**src/rtl/tmr_pkg.sv**
```systemverilog
package tmr_pkg;
  localparam int ADDR_W = 3;
  localparam logic [ADDR_W-1:0] ADDR_MODE = 3'd0;
  localparam logic [ADDR_W-1:0] ADDR_CTRL = 3'd1;
  localparam logic [ADDR_W-1:0] ADDR_LO0  = 3'd2;
  localparam logic [ADDR_W-1:0] ADDR_HI0  = 3'd3;
  localparam logic [ADDR_W-1:0] ADDR_LO1  = 3'd4;
  localparam logic [ADDR_W-1:0] ADDR_HI1  = 3'd5;

  // control register bit positions
  localparam int BIT_FLAG1 = 7;
  localparam int BIT_RUN1  = 6;
  localparam int BIT_FLAG0 = 5;
  localparam int BIT_RUN0  = 4;

  typedef enum logic [1:0] {
    MODE13     = 2'b00,
    MODE16     = 2'b01,
    MODERELOAD = 2'b10,
    MODESPLIT  = 2'b11
  } tmrMode_e;

  // strobes from control to datapath
  typedef struct packed {
    logic step0;    // channel 0 main count advance
    logic step0Hi;  // channel 0 high byte advance (split mode)
    logic step1;    // channel 1 count advance
  } tmrStrobes_t;

  typedef struct packed {
    logic [7:0] lo;
    logic [7:0] hi;
    logic       ovf;
  } cntNext_t;

  function automatic cntNext_t advanceCount(input logic [1:0] mode,
                                            input logic [7:0] lo,
                                            input logic [7:0] hi,
                                            input logic step);
    cntNext_t r;
    logic [13:0] c13;
    logic [16:0] c16;
    logic [8:0]  c8;
    r.lo  = lo;
    r.hi  = hi;
    r.ovf = 1'b0;
    c13 = {1'b0, hi, lo[4:0]} + 14'd1;
    c16 = {1'b0, hi, lo} + 17'd1;
    c8  = {1'b0, lo} + 9'd1;
    if (step) begin
      case (mode)
        MODE13: begin
          r.hi  = c13[12:5];
          r.lo  = {lo[7:5], c13[4:0]};
          r.ovf = c13[13];
        end
        MODE16: begin
          r.hi  = c16[15:8];
          r.lo  = c16[7:0];
          r.ovf = c16[16];
        end
        MODERELOAD: begin
          if (lo == 8'hFF) begin
            r.lo  = hi;
            r.ovf = 1'b1;
          end else begin
            r.lo = c8[7:0];
          end
        end
        default: begin
          r.lo  = c8[7:0];
          r.ovf = c8[8];
        end
      endcase
    end
    return r;
  endfunction
endpackage

```
**src/rtl/tmr_ctrl.sv**
```systemverilog
module tmr_ctrl
  import tmr_pkg::*;
#(
  parameter int PRESCALE = 12,
  parameter int CHANNELS = 2,
  parameter int SYNC_STAGES = 2
) (
  input  logic                clk,
  input  logic                rstN,
  input  logic [4*CHANNELS-1:0] modeQ,
  input  logic [CHANNELS-1:0] runBits,
  input  logic [CHANNELS-1:0] evtIn,
  input  logic [CHANNELS-1:0] gateIn,
  output tmrStrobes_t         strobes
);
  localparam int PW = (PRESCALE > 1) ? $clog2(PRESCALE) : 1;
  localparam logic [PW-1:0] PLAST = PW'(PRESCALE - 1);

  logic [PW-1:0] preCnt;
  logic          tick;

  always_ff @(posedge clk or negedge rstN) begin
    if (!rstN) preCnt <= '0;
    else if (preCnt == PLAST) preCnt <= '0;
    else preCnt <= preCnt + PW'(1);
  end
  assign tick = (preCnt == PLAST);

  logic [CHANNELS-1:0] chanEn;
  logic [CHANNELS-1:0] chanSrc;

  for (genvar i = 0; i < CHANNELS; i++) begin : g_chan
    logic [SYNC_STAGES-1:0] syncPipe;
    logic                   sampled;
    logic                   fallSeen;
    logic                   gateBit, srcBit;

    assign gateBit = modeQ[4*i+3];
    assign srcBit  = modeQ[4*i+2];

    always_ff @(posedge clk or negedge rstN) begin
      if (!rstN) begin
        syncPipe <= '0;
        sampled  <= 1'b0;
      end else begin
        syncPipe <= {syncPipe[SYNC_STAGES-2:0], evtIn[i]};
        if (tick) sampled <= syncPipe[SYNC_STAGES-1];
      end
    end

    assign fallSeen   = tick && sampled && !syncPipe[SYNC_STAGES-1];
    assign chanSrc[i] = srcBit ? fallSeen : tick;
    assign chanEn[i]  = runBits[i] && (!gateBit || gateIn[i]);
  end

  logic [1:0] mode0, mode1;
  assign mode0 = modeQ[1:0];
  assign mode1 = modeQ[5:4];

  always_comb begin
    strobes.step0   = chanEn[0] && chanSrc[0];
    strobes.step0Hi = (mode0 == MODESPLIT) && runBits[1] && tick;
    strobes.step1   = chanEn[1] && chanSrc[1] && (mode1 != MODESPLIT);
  end
endmodule

```
**src/rtl/tmr_datapath.sv**
```systemverilog
module tmr_datapath
  import tmr_pkg::*;
(
  input  logic              clk,
  input  logic              rstN,
  input  logic              regWe,
  input  logic [ADDR_W-1:0] regAddr,
  input  logic [7:0]        regWdata,
  input  tmrStrobes_t       strobes,
  output logic [7:0]        modeQ,
  output logic [7:0]        ctrlQ,
  output logic [7:0]        lo0,
  output logic [7:0]        hi0,
  output logic [7:0]        lo1,
  output logic [7:0]        hi1,
  output logic [7:0]        regRdata,
  output logic [1:0]        irqReq
);
  logic wrMode, wrCtrl, wrLo0, wrHi0, wrLo1, wrHi1;
  assign wrMode = regWe && (regAddr == ADDR_MODE);
  assign wrCtrl = regWe && (regAddr == ADDR_CTRL);
  assign wrLo0  = regWe && (regAddr == ADDR_LO0);
  assign wrHi0  = regWe && (regAddr == ADDR_HI0);
  assign wrLo1  = regWe && (regAddr == ADDR_LO1);
  assign wrHi1  = regWe && (regAddr == ADDR_HI1);

  logic     split0;
  cntNext_t next0, next1;
  logic [8:0] hiSum;
  logic     setFlag0, setFlag1;

  assign split0 = (modeQ[1:0] == MODESPLIT);
  assign next0  = advanceCount(modeQ[1:0], lo0, hi0, strobes.step0);
  assign next1  = advanceCount(modeQ[5:4], lo1, hi1, strobes.step1);
  assign hiSum  = {1'b0, hi0} + 9'd1;

  assign setFlag0 = next0.ovf;
  assign setFlag1 = split0 ? (strobes.step0Hi && hiSum[8]) : next1.ovf;

  always_ff @(posedge clk or negedge rstN) begin
    if (!rstN) begin
      modeQ <= '0;
      ctrlQ <= '0;
      lo0   <= '0;
      hi0   <= '0;
      lo1   <= '0;
      hi1   <= '0;
    end else begin
      if (wrMode) modeQ <= regWdata;

      if (wrCtrl) ctrlQ <= regWdata;
      else begin
        if (setFlag0) ctrlQ[BIT_FLAG0] <= 1'b1;
        if (setFlag1) ctrlQ[BIT_FLAG1] <= 1'b1;
      end

      if (wrLo0) lo0 <= regWdata;
      else lo0 <= next0.lo;

      if (wrHi0) hi0 <= regWdata;
      else if (split0 && strobes.step0Hi) hi0 <= hiSum[7:0];
      else hi0 <= next0.hi;

      if (wrLo1) lo1 <= regWdata;
      else lo1 <= next1.lo;

      if (wrHi1) hi1 <= regWdata;
      else hi1 <= next1.hi;
    end
  end

  always_comb begin
    case (regAddr)
      ADDR_MODE: regRdata = modeQ;
      ADDR_CTRL: regRdata = ctrlQ;
      ADDR_LO0:  regRdata = lo0;
      ADDR_HI0:  regRdata = hi0;
      ADDR_LO1:  regRdata = lo1;
      ADDR_HI1:  regRdata = hi1;
      default:   regRdata = 8'h00;
    endcase
  end

  assign irqReq = {ctrlQ[BIT_FLAG1], ctrlQ[BIT_FLAG0]};
endmodule

```
**src/rtl/dual_timer_unit.sv**
```systemverilog
module dual_timer_unit
  import tmr_pkg::*;
#(
  parameter int PRESCALE = 12
) (
  input  logic              clk,
  input  logic              rstN,
  input  logic              regWe,
  input  logic [ADDR_W-1:0] regAddr,
  input  logic [7:0]        regWdata,
  output logic [7:0]        regRdata,
  input  logic [1:0]        evtIn,
  input  logic [1:0]        gateIn,
  output logic [1:0]        irqReq
);
  tmrStrobes_t strobes;
  logic [7:0]  modeQ, ctrlQ, lo0, hi0, lo1, hi1;

  tmr_ctrl #(
    .PRESCALE(PRESCALE),
    .CHANNELS(2),
    .SYNC_STAGES(2)
  ) u_ctrl (
    .clk     (clk),
    .rstN    (rstN),
    .modeQ   (modeQ),
    .runBits ({ctrlQ[BIT_RUN1], ctrlQ[BIT_RUN0]}),
    .evtIn   (evtIn),
    .gateIn  (gateIn),
    .strobes (strobes)
  );

  tmr_datapath u_dp (
    .clk      (clk),
    .rstN     (rstN),
    .regWe    (regWe),
    .regAddr  (regAddr),
    .regWdata (regWdata),
    .strobes  (strobes),
    .modeQ    (modeQ),
    .ctrlQ    (ctrlQ),
    .lo0      (lo0),
    .hi0      (hi0),
    .lo1      (lo1),
    .hi1      (hi1),
    .regRdata (regRdata),
    .irqReq   (irqReq)
  );
endmodule

```
**config.mk**
```make
export PLATFORM = sky130hd
export DESIGN_NAME = dual_timer_unit
export DESIGN_NICKNAME = d
export VERILOG_FILES = /design/src/rtl/tmr_pkg.sv /design/src/rtl/tmr_ctrl.sv /design/src/rtl/tmr_datapath.sv /design/src/rtl/dual_timer_unit.sv
export SDC_FILE = /design/constraint.sdc
export NUM_CORES = 1
export LEC_CHECK = 0
export CAP_MARGIN = 20
export CORE_MARGIN = 2
export CORE_UTILIZATION = 40
export DETAILED_ROUTE_END_ITERATION = 8
export DONT_BUFFER_PORTS = 1
export PLACE_DENSITY_LB_ADDON = 0.2
export SKIP_LAST_GASP = 1
export SYNTH_ARGS = -nofsm -noshare
export SYNTH_HDL_FRONTEND = slang
export SYNTH_SLANG_ARGS = --single-unit
```
**constraint.sdc**
```tcl
create_clock -name clk -period 2.6 [get_ports clk]
set_input_delay 0.26 -clock clk [delete_from_list [all_inputs] [get_ports clk]]
set_output_delay 0.26 -clock clk [all_outputs]
set_load 0.02 [all_outputs]
```
==> metrics.yaml, run 1 <==
run_status:
  outcome: "completed"
critical_path:
  required_ns: 2.91
  path_cells: "ha_1 -> and3b_1 -> o2111ai_4 -> buf_4 -> or4_1 -> or3_1 -> nand3_1"
  critical-path-top-delay-family: "simple AND/OR/NAND/NOR gates"
  arrival_ns: 2.61
  slowest_delay_ns: 0.45
  crit_type: "reg2reg"
  critPathLaunchType: "flop"
  critPathCaptureType: "flop"
  crit_buf_inv: 1
  cp_max_fo: 9
  slowest_stage: "or4_1"
synthesis:
  yosys_register_bits: 58
  synth_top_area_cell: "dfrtp_1"
  synth_edf_count: 0
  avgSynthCellArea_um2: 8.60
  yosys_warnings: 0
  synth_area_um2: 4090
  synth_cells: 476
  syn-num-nets: 498
  synth.top_cell.area_share_pct: 35.5
  synth.distinct_cells: 69
  synthFlopType: "dfrtp_1"
  ys_seq_area_share_pct: 35.5
  synth_area_leaders: "dfrtp_1, mux2_2, nand2_1, nor2_1, a21oi_1"
  async_flop_share_pct: 100
timing:
  slew_headroom_pct: 51.9
  holdWs_ns: 0.0118
  fin_crit_sh_pct: 88.6
  period_minus_slack_ns: 2.30
  tightest_slew_ns: 0.720
  setup_violations: 0
  max_freq_ghz: 0.434
  drv_slew: 0
  finalClockSkew_ns: 0.0154
  rsz0062_at_grt: "no"
  setup_ws_ns: 0.296
  finalHoldViolations: 0
  tns_ns: 0
power_and_ir_drop:
  p_int_mw: 2.11
  swShare_pct: 38.0
  p_seq_share_pct: 44.1
  power.switching_mw: 1.29
  power.clock.fraction_pct: 31.1
  ir_drop_v: 0.000330
  p_leak_nw: 1.70
  p_total_mw: 3.40
  p_per_area_nw_per_um2: 752
  power.share.combinational_pct: 24.9
grt:
  grt_usage_pct: 24.8
  grt_max_degree: 59
  grt_pass1_vias: 3727
  grt_pass1_wl_um: 20900
  overflow: 0
  grt_antenna_before_repair: 1
route:
  drt-met1-wl_um: 5710
  drtPass1Iterations: 5
  highest_layer: "met4"
  initialDrtViolationCount: 379
  wl_per_cell_um: 21.7
  drcViolationCount: 0
  vias: 3919
  wl_met2_um: 6030
  detail-route-antenna-nets: 0
  post_drt_via_cell_ratio: 6.40
  met3WireLength_um: 1270
  wirelength_um: 13300
finish:
  area_delta_synth_final_pct: 10.5
  drive_gt1_share_pct: 11.5
  fin_nets: 495
clock_tree:
  cts_buffer_depth: 2
  hold_buffers: 7
  cts_resized: 0
  cts_buffers: 9
  root_buffer: "clkbuf_8"
  h-tree-depth: 3
  insertion_delay_ns: 0.37
  cts_tree: "yes"
  cts_num_sinks: 58
  postCtsSetupBuffers: 0
  path_clk_slew_ns: 0.08
floorplanning:
  start_util_pct: 41.5
  die_h_um: 105
  io_pins: 28
  die_w_um: 105
  core_um2: 9860
  rows: 36
  dieArea_um2: 11100
place:
  io_buffers: 0
  hpwl_um: 9310
  place_congestion: 0.927
  dp_slack_ns: 0.304
min_path:
  hp-class: "in2reg"
flow_run:
  maxCapViolCount: 0
==> Yosys cell counts, types with 6 or more instances <==
cell	number
or3_1	10
o211ai_1	10
nor2b_1	8
clkbuf_1	13
nand2_1	45
a22oi_1	8
nand2b_1	10
nor2_1	41
mux2_2	15
a211oi_1	8
nand4_1	7
o21ai_0	23
mux2i_1	9
nor4_1	6
a31oi_1	13
dfrtp_1	58
o2111ai_1	9
xor2_1	9
and3_1	10
nand3_1	18
nor3_1	15
a21oi_1	28
inv_1	9
buf_2	10
==> layer usage <==
layer	vias up	GRT usage [%]
met5	-	0
met4	0	9.33
met3	26	6.55
met2	187	38.0
met1	1902	33.5
li1	1804	-
==> cells by family (layout without fill, tap and decap cells) <==
group	count (synthesis)	count (layout)	share of synthesized area, %
and+or+nand+nor	193	193	24.7
AOI/OAI and AO/OA	141	141	24.2
DFF	58	58	35.5
buffers and inverters	41	43	4.52
muxes	25	25	6.88
xor gates and xnor gates	14	14	3.00
adders and majority gates	4	4	1.22
other	0	1	0
==> registers in the layout (all words and copies together) (netlist names) <==
signal / cells
u_dp.ctrlQ: 8
u_dp.lo1: 8
u_dp.hi1: 8
u_ctrl.g_chan.syncPipe: 4
u_ctrl.g_chan.sampled: 2
u_dp.lo0: 8
u_ctrl.preCnt: 4
u_dp.modeQ: 8
u_dp.hi0: 8
==> path summary, 6_finish.rpt <==
path,startpoint,slack [ns],end,cells past startpoint
min in group asynchronous,rstN,0.42,u_dp.hi0[7],2
setup reg to reg,u_ctrl.preCnt[0],0.30,u_dp.hi0[7],7
hold reg to reg,u_ctrl.g_chan[1].syncPipe[0],0.36,u_ctrl.g_chan[1].syncPipe[1],0
max in group asynchronous,rstN,1.90,u_dp.ctrlQ[2],2
setup / recovery,u_ctrl.preCnt[0],0.30,u_dp.hi0[7],7
hold / removal,regWdata[5],0.01,u_dp.modeQ[5],2
==> layout by cell type (no fill, tap or decap), types with 5 or more instances in the layout <==
cell,instances
a22oi_1,8
o2111ai_1,9
a211oi_1,8
nand4_1,7
or3_1,10
and3_1,10
clkbuf_8,9
o211ai_1,10
inv_1,9
nand2b_1,10
nand2_1,45
xnor2_1,5
nand3_1,18
mux2i_1,9
o21ai_0,23
a21oi_1,28
nor4_1,6
nor3_1,15
dlygate4sd3_1,6
dfrtp_1,58
nor2b_1,8
buf_4,11
mux2_2,15
nor2_1,41
a31oi_1,13
xor2_1,9
==> worst reg2reg max path, delay by kind of cell, from the launching register on <==
| family | cells | cell delay (ns) |
|---|---|---|
| flip-flops | 1 | 0.36 |
| AND/OR/NAND/NOR | 4 | 1.22 |
| adder cells (fa/ha/maj) | 1 | 0.22 |
| buffers and inverters | 1 | 0.22 |
| AO/OA/AOI/OAI | 1 | 0.22 |
==> power by group through the flow <==
stage / Combinational [mW] / Sequential [mW] / Clock [mW]
final: 0.846 / 1.50 / 1.06
after global routing: 0.948 / 1.53 / 1.10
after CTS: 0.840 / 1.48 / 1.08
after detailed placement: 0.804 / 1.49 / 0
after global placement: 0.787 / 1.49 / 0
after floorplan: 0.791 / 1.27 / 0
==> per-stage QoR <==
step / instances / cell area, um^2 / utilization, %
6_report: 612 / 4520 / 45.8
5_1_grt: 612 / 4520 / 45.8
4_1_cts: 611 / 4520 / 45.8
3_5_place_dp: 588 / 4190 / 42.5
3_3_place_gp: 588 / 4190 / 42.5
2_1_floorplan: 476 / 4090 / -
==> area by class of cell <==
type | count | area [um^2]
clock buffers | 9 | 124
flip-flops and latches | 58 | 1450
inverters | 9 | 33.8
well taps | 133 | 166
clock inverters | 7 | 118
repair buffers | 18 | 170
fillers | 990 | 5340
multi-input cells | 377 | 2460
diodes | 1 | 2.50
No activity file was read; power rests on OpenSTA's default activity.
==> run 2: changes to the inputs <==
--- a/config.mk
+++ b/config.mk
@@ -6,6 +6,7 @@
 export NUM_CORES = 1
 export LEC_CHECK = 0
 export CAP_MARGIN = 20
+export CORE_ASPECT_RATIO = 0.9
 export CORE_MARGIN = 2
 export CORE_UTILIZATION = 40
 export DETAILED_ROUTE_END_ITERATION = 8
==> run 2 against run 1 <==
Compared with the run above: critical path depth down 1; combinational power up 3.0%; sequential power about the same; first-iteration DRC count down 6.9%; clock power up 15%; via count up 0.54%; hold slack better by 0.034 ns; critical endpoint is now u_dp.ctrlQ[7]; largest cell class unchanged.
==> metrics.yaml, run 2 (same netlist as run 1, synthesis figures left out) <==
power_and_ir_drop:
  power.share.combinational_pct: 24.4
  p_leak_nw: 1.72
  p_seq_share_pct: 41.5
  swShare_pct: 37.2
  power.clock.fraction_pct: 34.1
  p_per_area_nw_per_um2: 781
  ir_drop_v: 0.000553
  power.switching_mw: 1.33
  p_total_mw: 3.57
  p_int_mw: 2.25
clock_tree:
  path_clk_slew_ns: 0.06
  h-tree-depth: 3
  cts_buffers: 9
  cts_buffer_depth: 2
  cts_num_sinks: 58
  cts_tree: "yes"
  postCtsSetupBuffers: 0
  insertion_delay_ns: 0.33
  root_buffer: "clkbuf_16"
finish:
  drive_gt1_share_pct: 12.3
  fin_util_pct: 45.3
  area_delta_synth_final_pct: 11.9
  antennaDiodeCount: 0
  post_layout_nonfiller_instances: 608
  final_cell_mix: "dfrtp_1, nand2_1, nor2_1"
  final_common_cell: "dfrtp_1"
  fillers: 958
  fin_nets: 496
floorplanning:
  start_util_pct: 40.5
  die_h_um: 100
  dieArea_um2: 11100
  io_pins: 28
  die_w_um: 111
  rows: 35
  core_um2: 10100
timing:
  fin_crit_sh_pct: 87.9
  holdWs_ns: 0.0453
  setup_violations: 0
  drv_slew: 0
  tns_ns: 0
  rsz0062_at_grt: "no"
  max_freq_ghz: 0.437
  slew_headroom_pct: 52.3
  tightest_slew_ns: 0.713
  period_minus_slack_ns: 2.29
  finalClockSkew_ns: 0.00604
  finalHoldViolations: 0
min_path:
  hp-class: "in2reg"
grt:
  grt_usage_pct: 24.6
  overflow: 0
  grt_max_degree: 59
  grt_pass1_vias: 3651
  grt_pass1_wl_um: 21100
  grt_antenna_before_repair: 0
critical_path:
  arrival_ns: 2.55
  required_ns: 2.86
  critPathLaunchType: "flop"
  cp_max_fo: 8
  r2r_slack_ns: 0.31
  critPathCaptureType: "flop"
  crit_type: "reg2reg"
route:
  drtPass1Iterations: 5
  wl_per_cell_um: 22.0
  wirelength_um: 13300
  drcViolationCount: 0
  post_drt_via_cell_ratio: 6.48
  detail-route-antenna-nets: 0
  vias: 3940
  initialDrtViolationCount: 353
place:
  dp.cells: 588
  hpwl_um: 9530
  place_congestion: 0.911
  io_buffers: 0
flow_run:
  maxCapViolCount: 0
run_status:
  outcome: "completed"
## run 2: cell count changes in the layout (fill, tap and decap cells not counted)
| cell | previous run | this run |
|---|---|---|
| buf_4 | 11 | 15 |
| diode_2 | 1 | 0 |
| dlygate4sd3_1 | 6 | 3 |
| clkinv_2 | 2 | 1 |
| bufinv_16 | 3 | 1 |
| clkinv_4 | 2 | 1 |
| clkbuf_8 | 9 | 1 |
| clkbuf_16 | 0 | 9 |
| clkinvlp_4 | 0 | 3 |
## run 2: metal layers
layer  global-route usage [%]  part of all wire, %
met4                     9.90                  3.0
met2                     36.4                   43
met1                     35.4                   46
met3                     4.83                  8.4
met5                        0                    0
## run 2: power by group through the flow
stage          sequential (mW)  combinational [mW]  clock, mW
6_report                  1.48               0.871       1.22
4_1_cts                   1.47               0.861       1.24
2_1_floorplan             1.27               0.791          0
3_3_place_gp              1.48               0.816          0
5_1_grt                   1.52               0.969       1.27
3_5_place_dp              1.48               0.829          0
## run 2: cell type report
cell class                      instances  area [um^2]  area share [%]
Tap cell                              129          161            3.53
Clock buffer                           10          239            5.22
Sequential cell                        58         1450            31.7
Timing Repair Buffer                   19          170            3.72
Inverter                                9         33.8           0.738
Multi-Input combinational cell        377         2460            53.6
Clock inverter                          6         66.3            1.45
## run 2: final timing paths
path | from | endpoint | depth (start not counted)
setup reg to reg | u_dp.lo1[0] | u_dp.ctrlQ[7] | 6
min in group asynchronous | rstN | u_dp.hi0[7] | 2
hold / removal | regWdata[6] | u_dp.lo0[6] | 2
hold reg to reg | u_ctrl.g_chan[0].syncPipe[0] | u_ctrl.g_chan[0].syncPipe[1] | 0
max in group asynchronous | rstN | u_dp.lo0[3] | 2
setup / recovery | u_dp.lo1[0] | u_dp.ctrlQ[7] | 6
## run 2: worst max-delay path, cell delays in order (launching register included)
cell and delay [ns]:
dfrtp_1 0.49, ha_1 0.28, nand4_1 0.34, nor3_2 0.42
o2111ai_1 0.21, a221o_1 0.32, a21oi_1 0.14
## run 2: through the flow
stage | cell area [um^2] | worst slack, ns
3_5_place_dp | 4220 | 0.374
5_1_grt | 4580 | 0.144
4_1_cts | 4580 | 0.349
2_1_floorplan | 4090 | 0.677
3_3_place_gp | 4220 | 0.361
6_report | 4580 | 0.314
## run 2: repair_timing
action	in CTS	in global routing
hold buffers	4	0
gates resized for setup	0	0
endpoints found under the hold margin	60	0
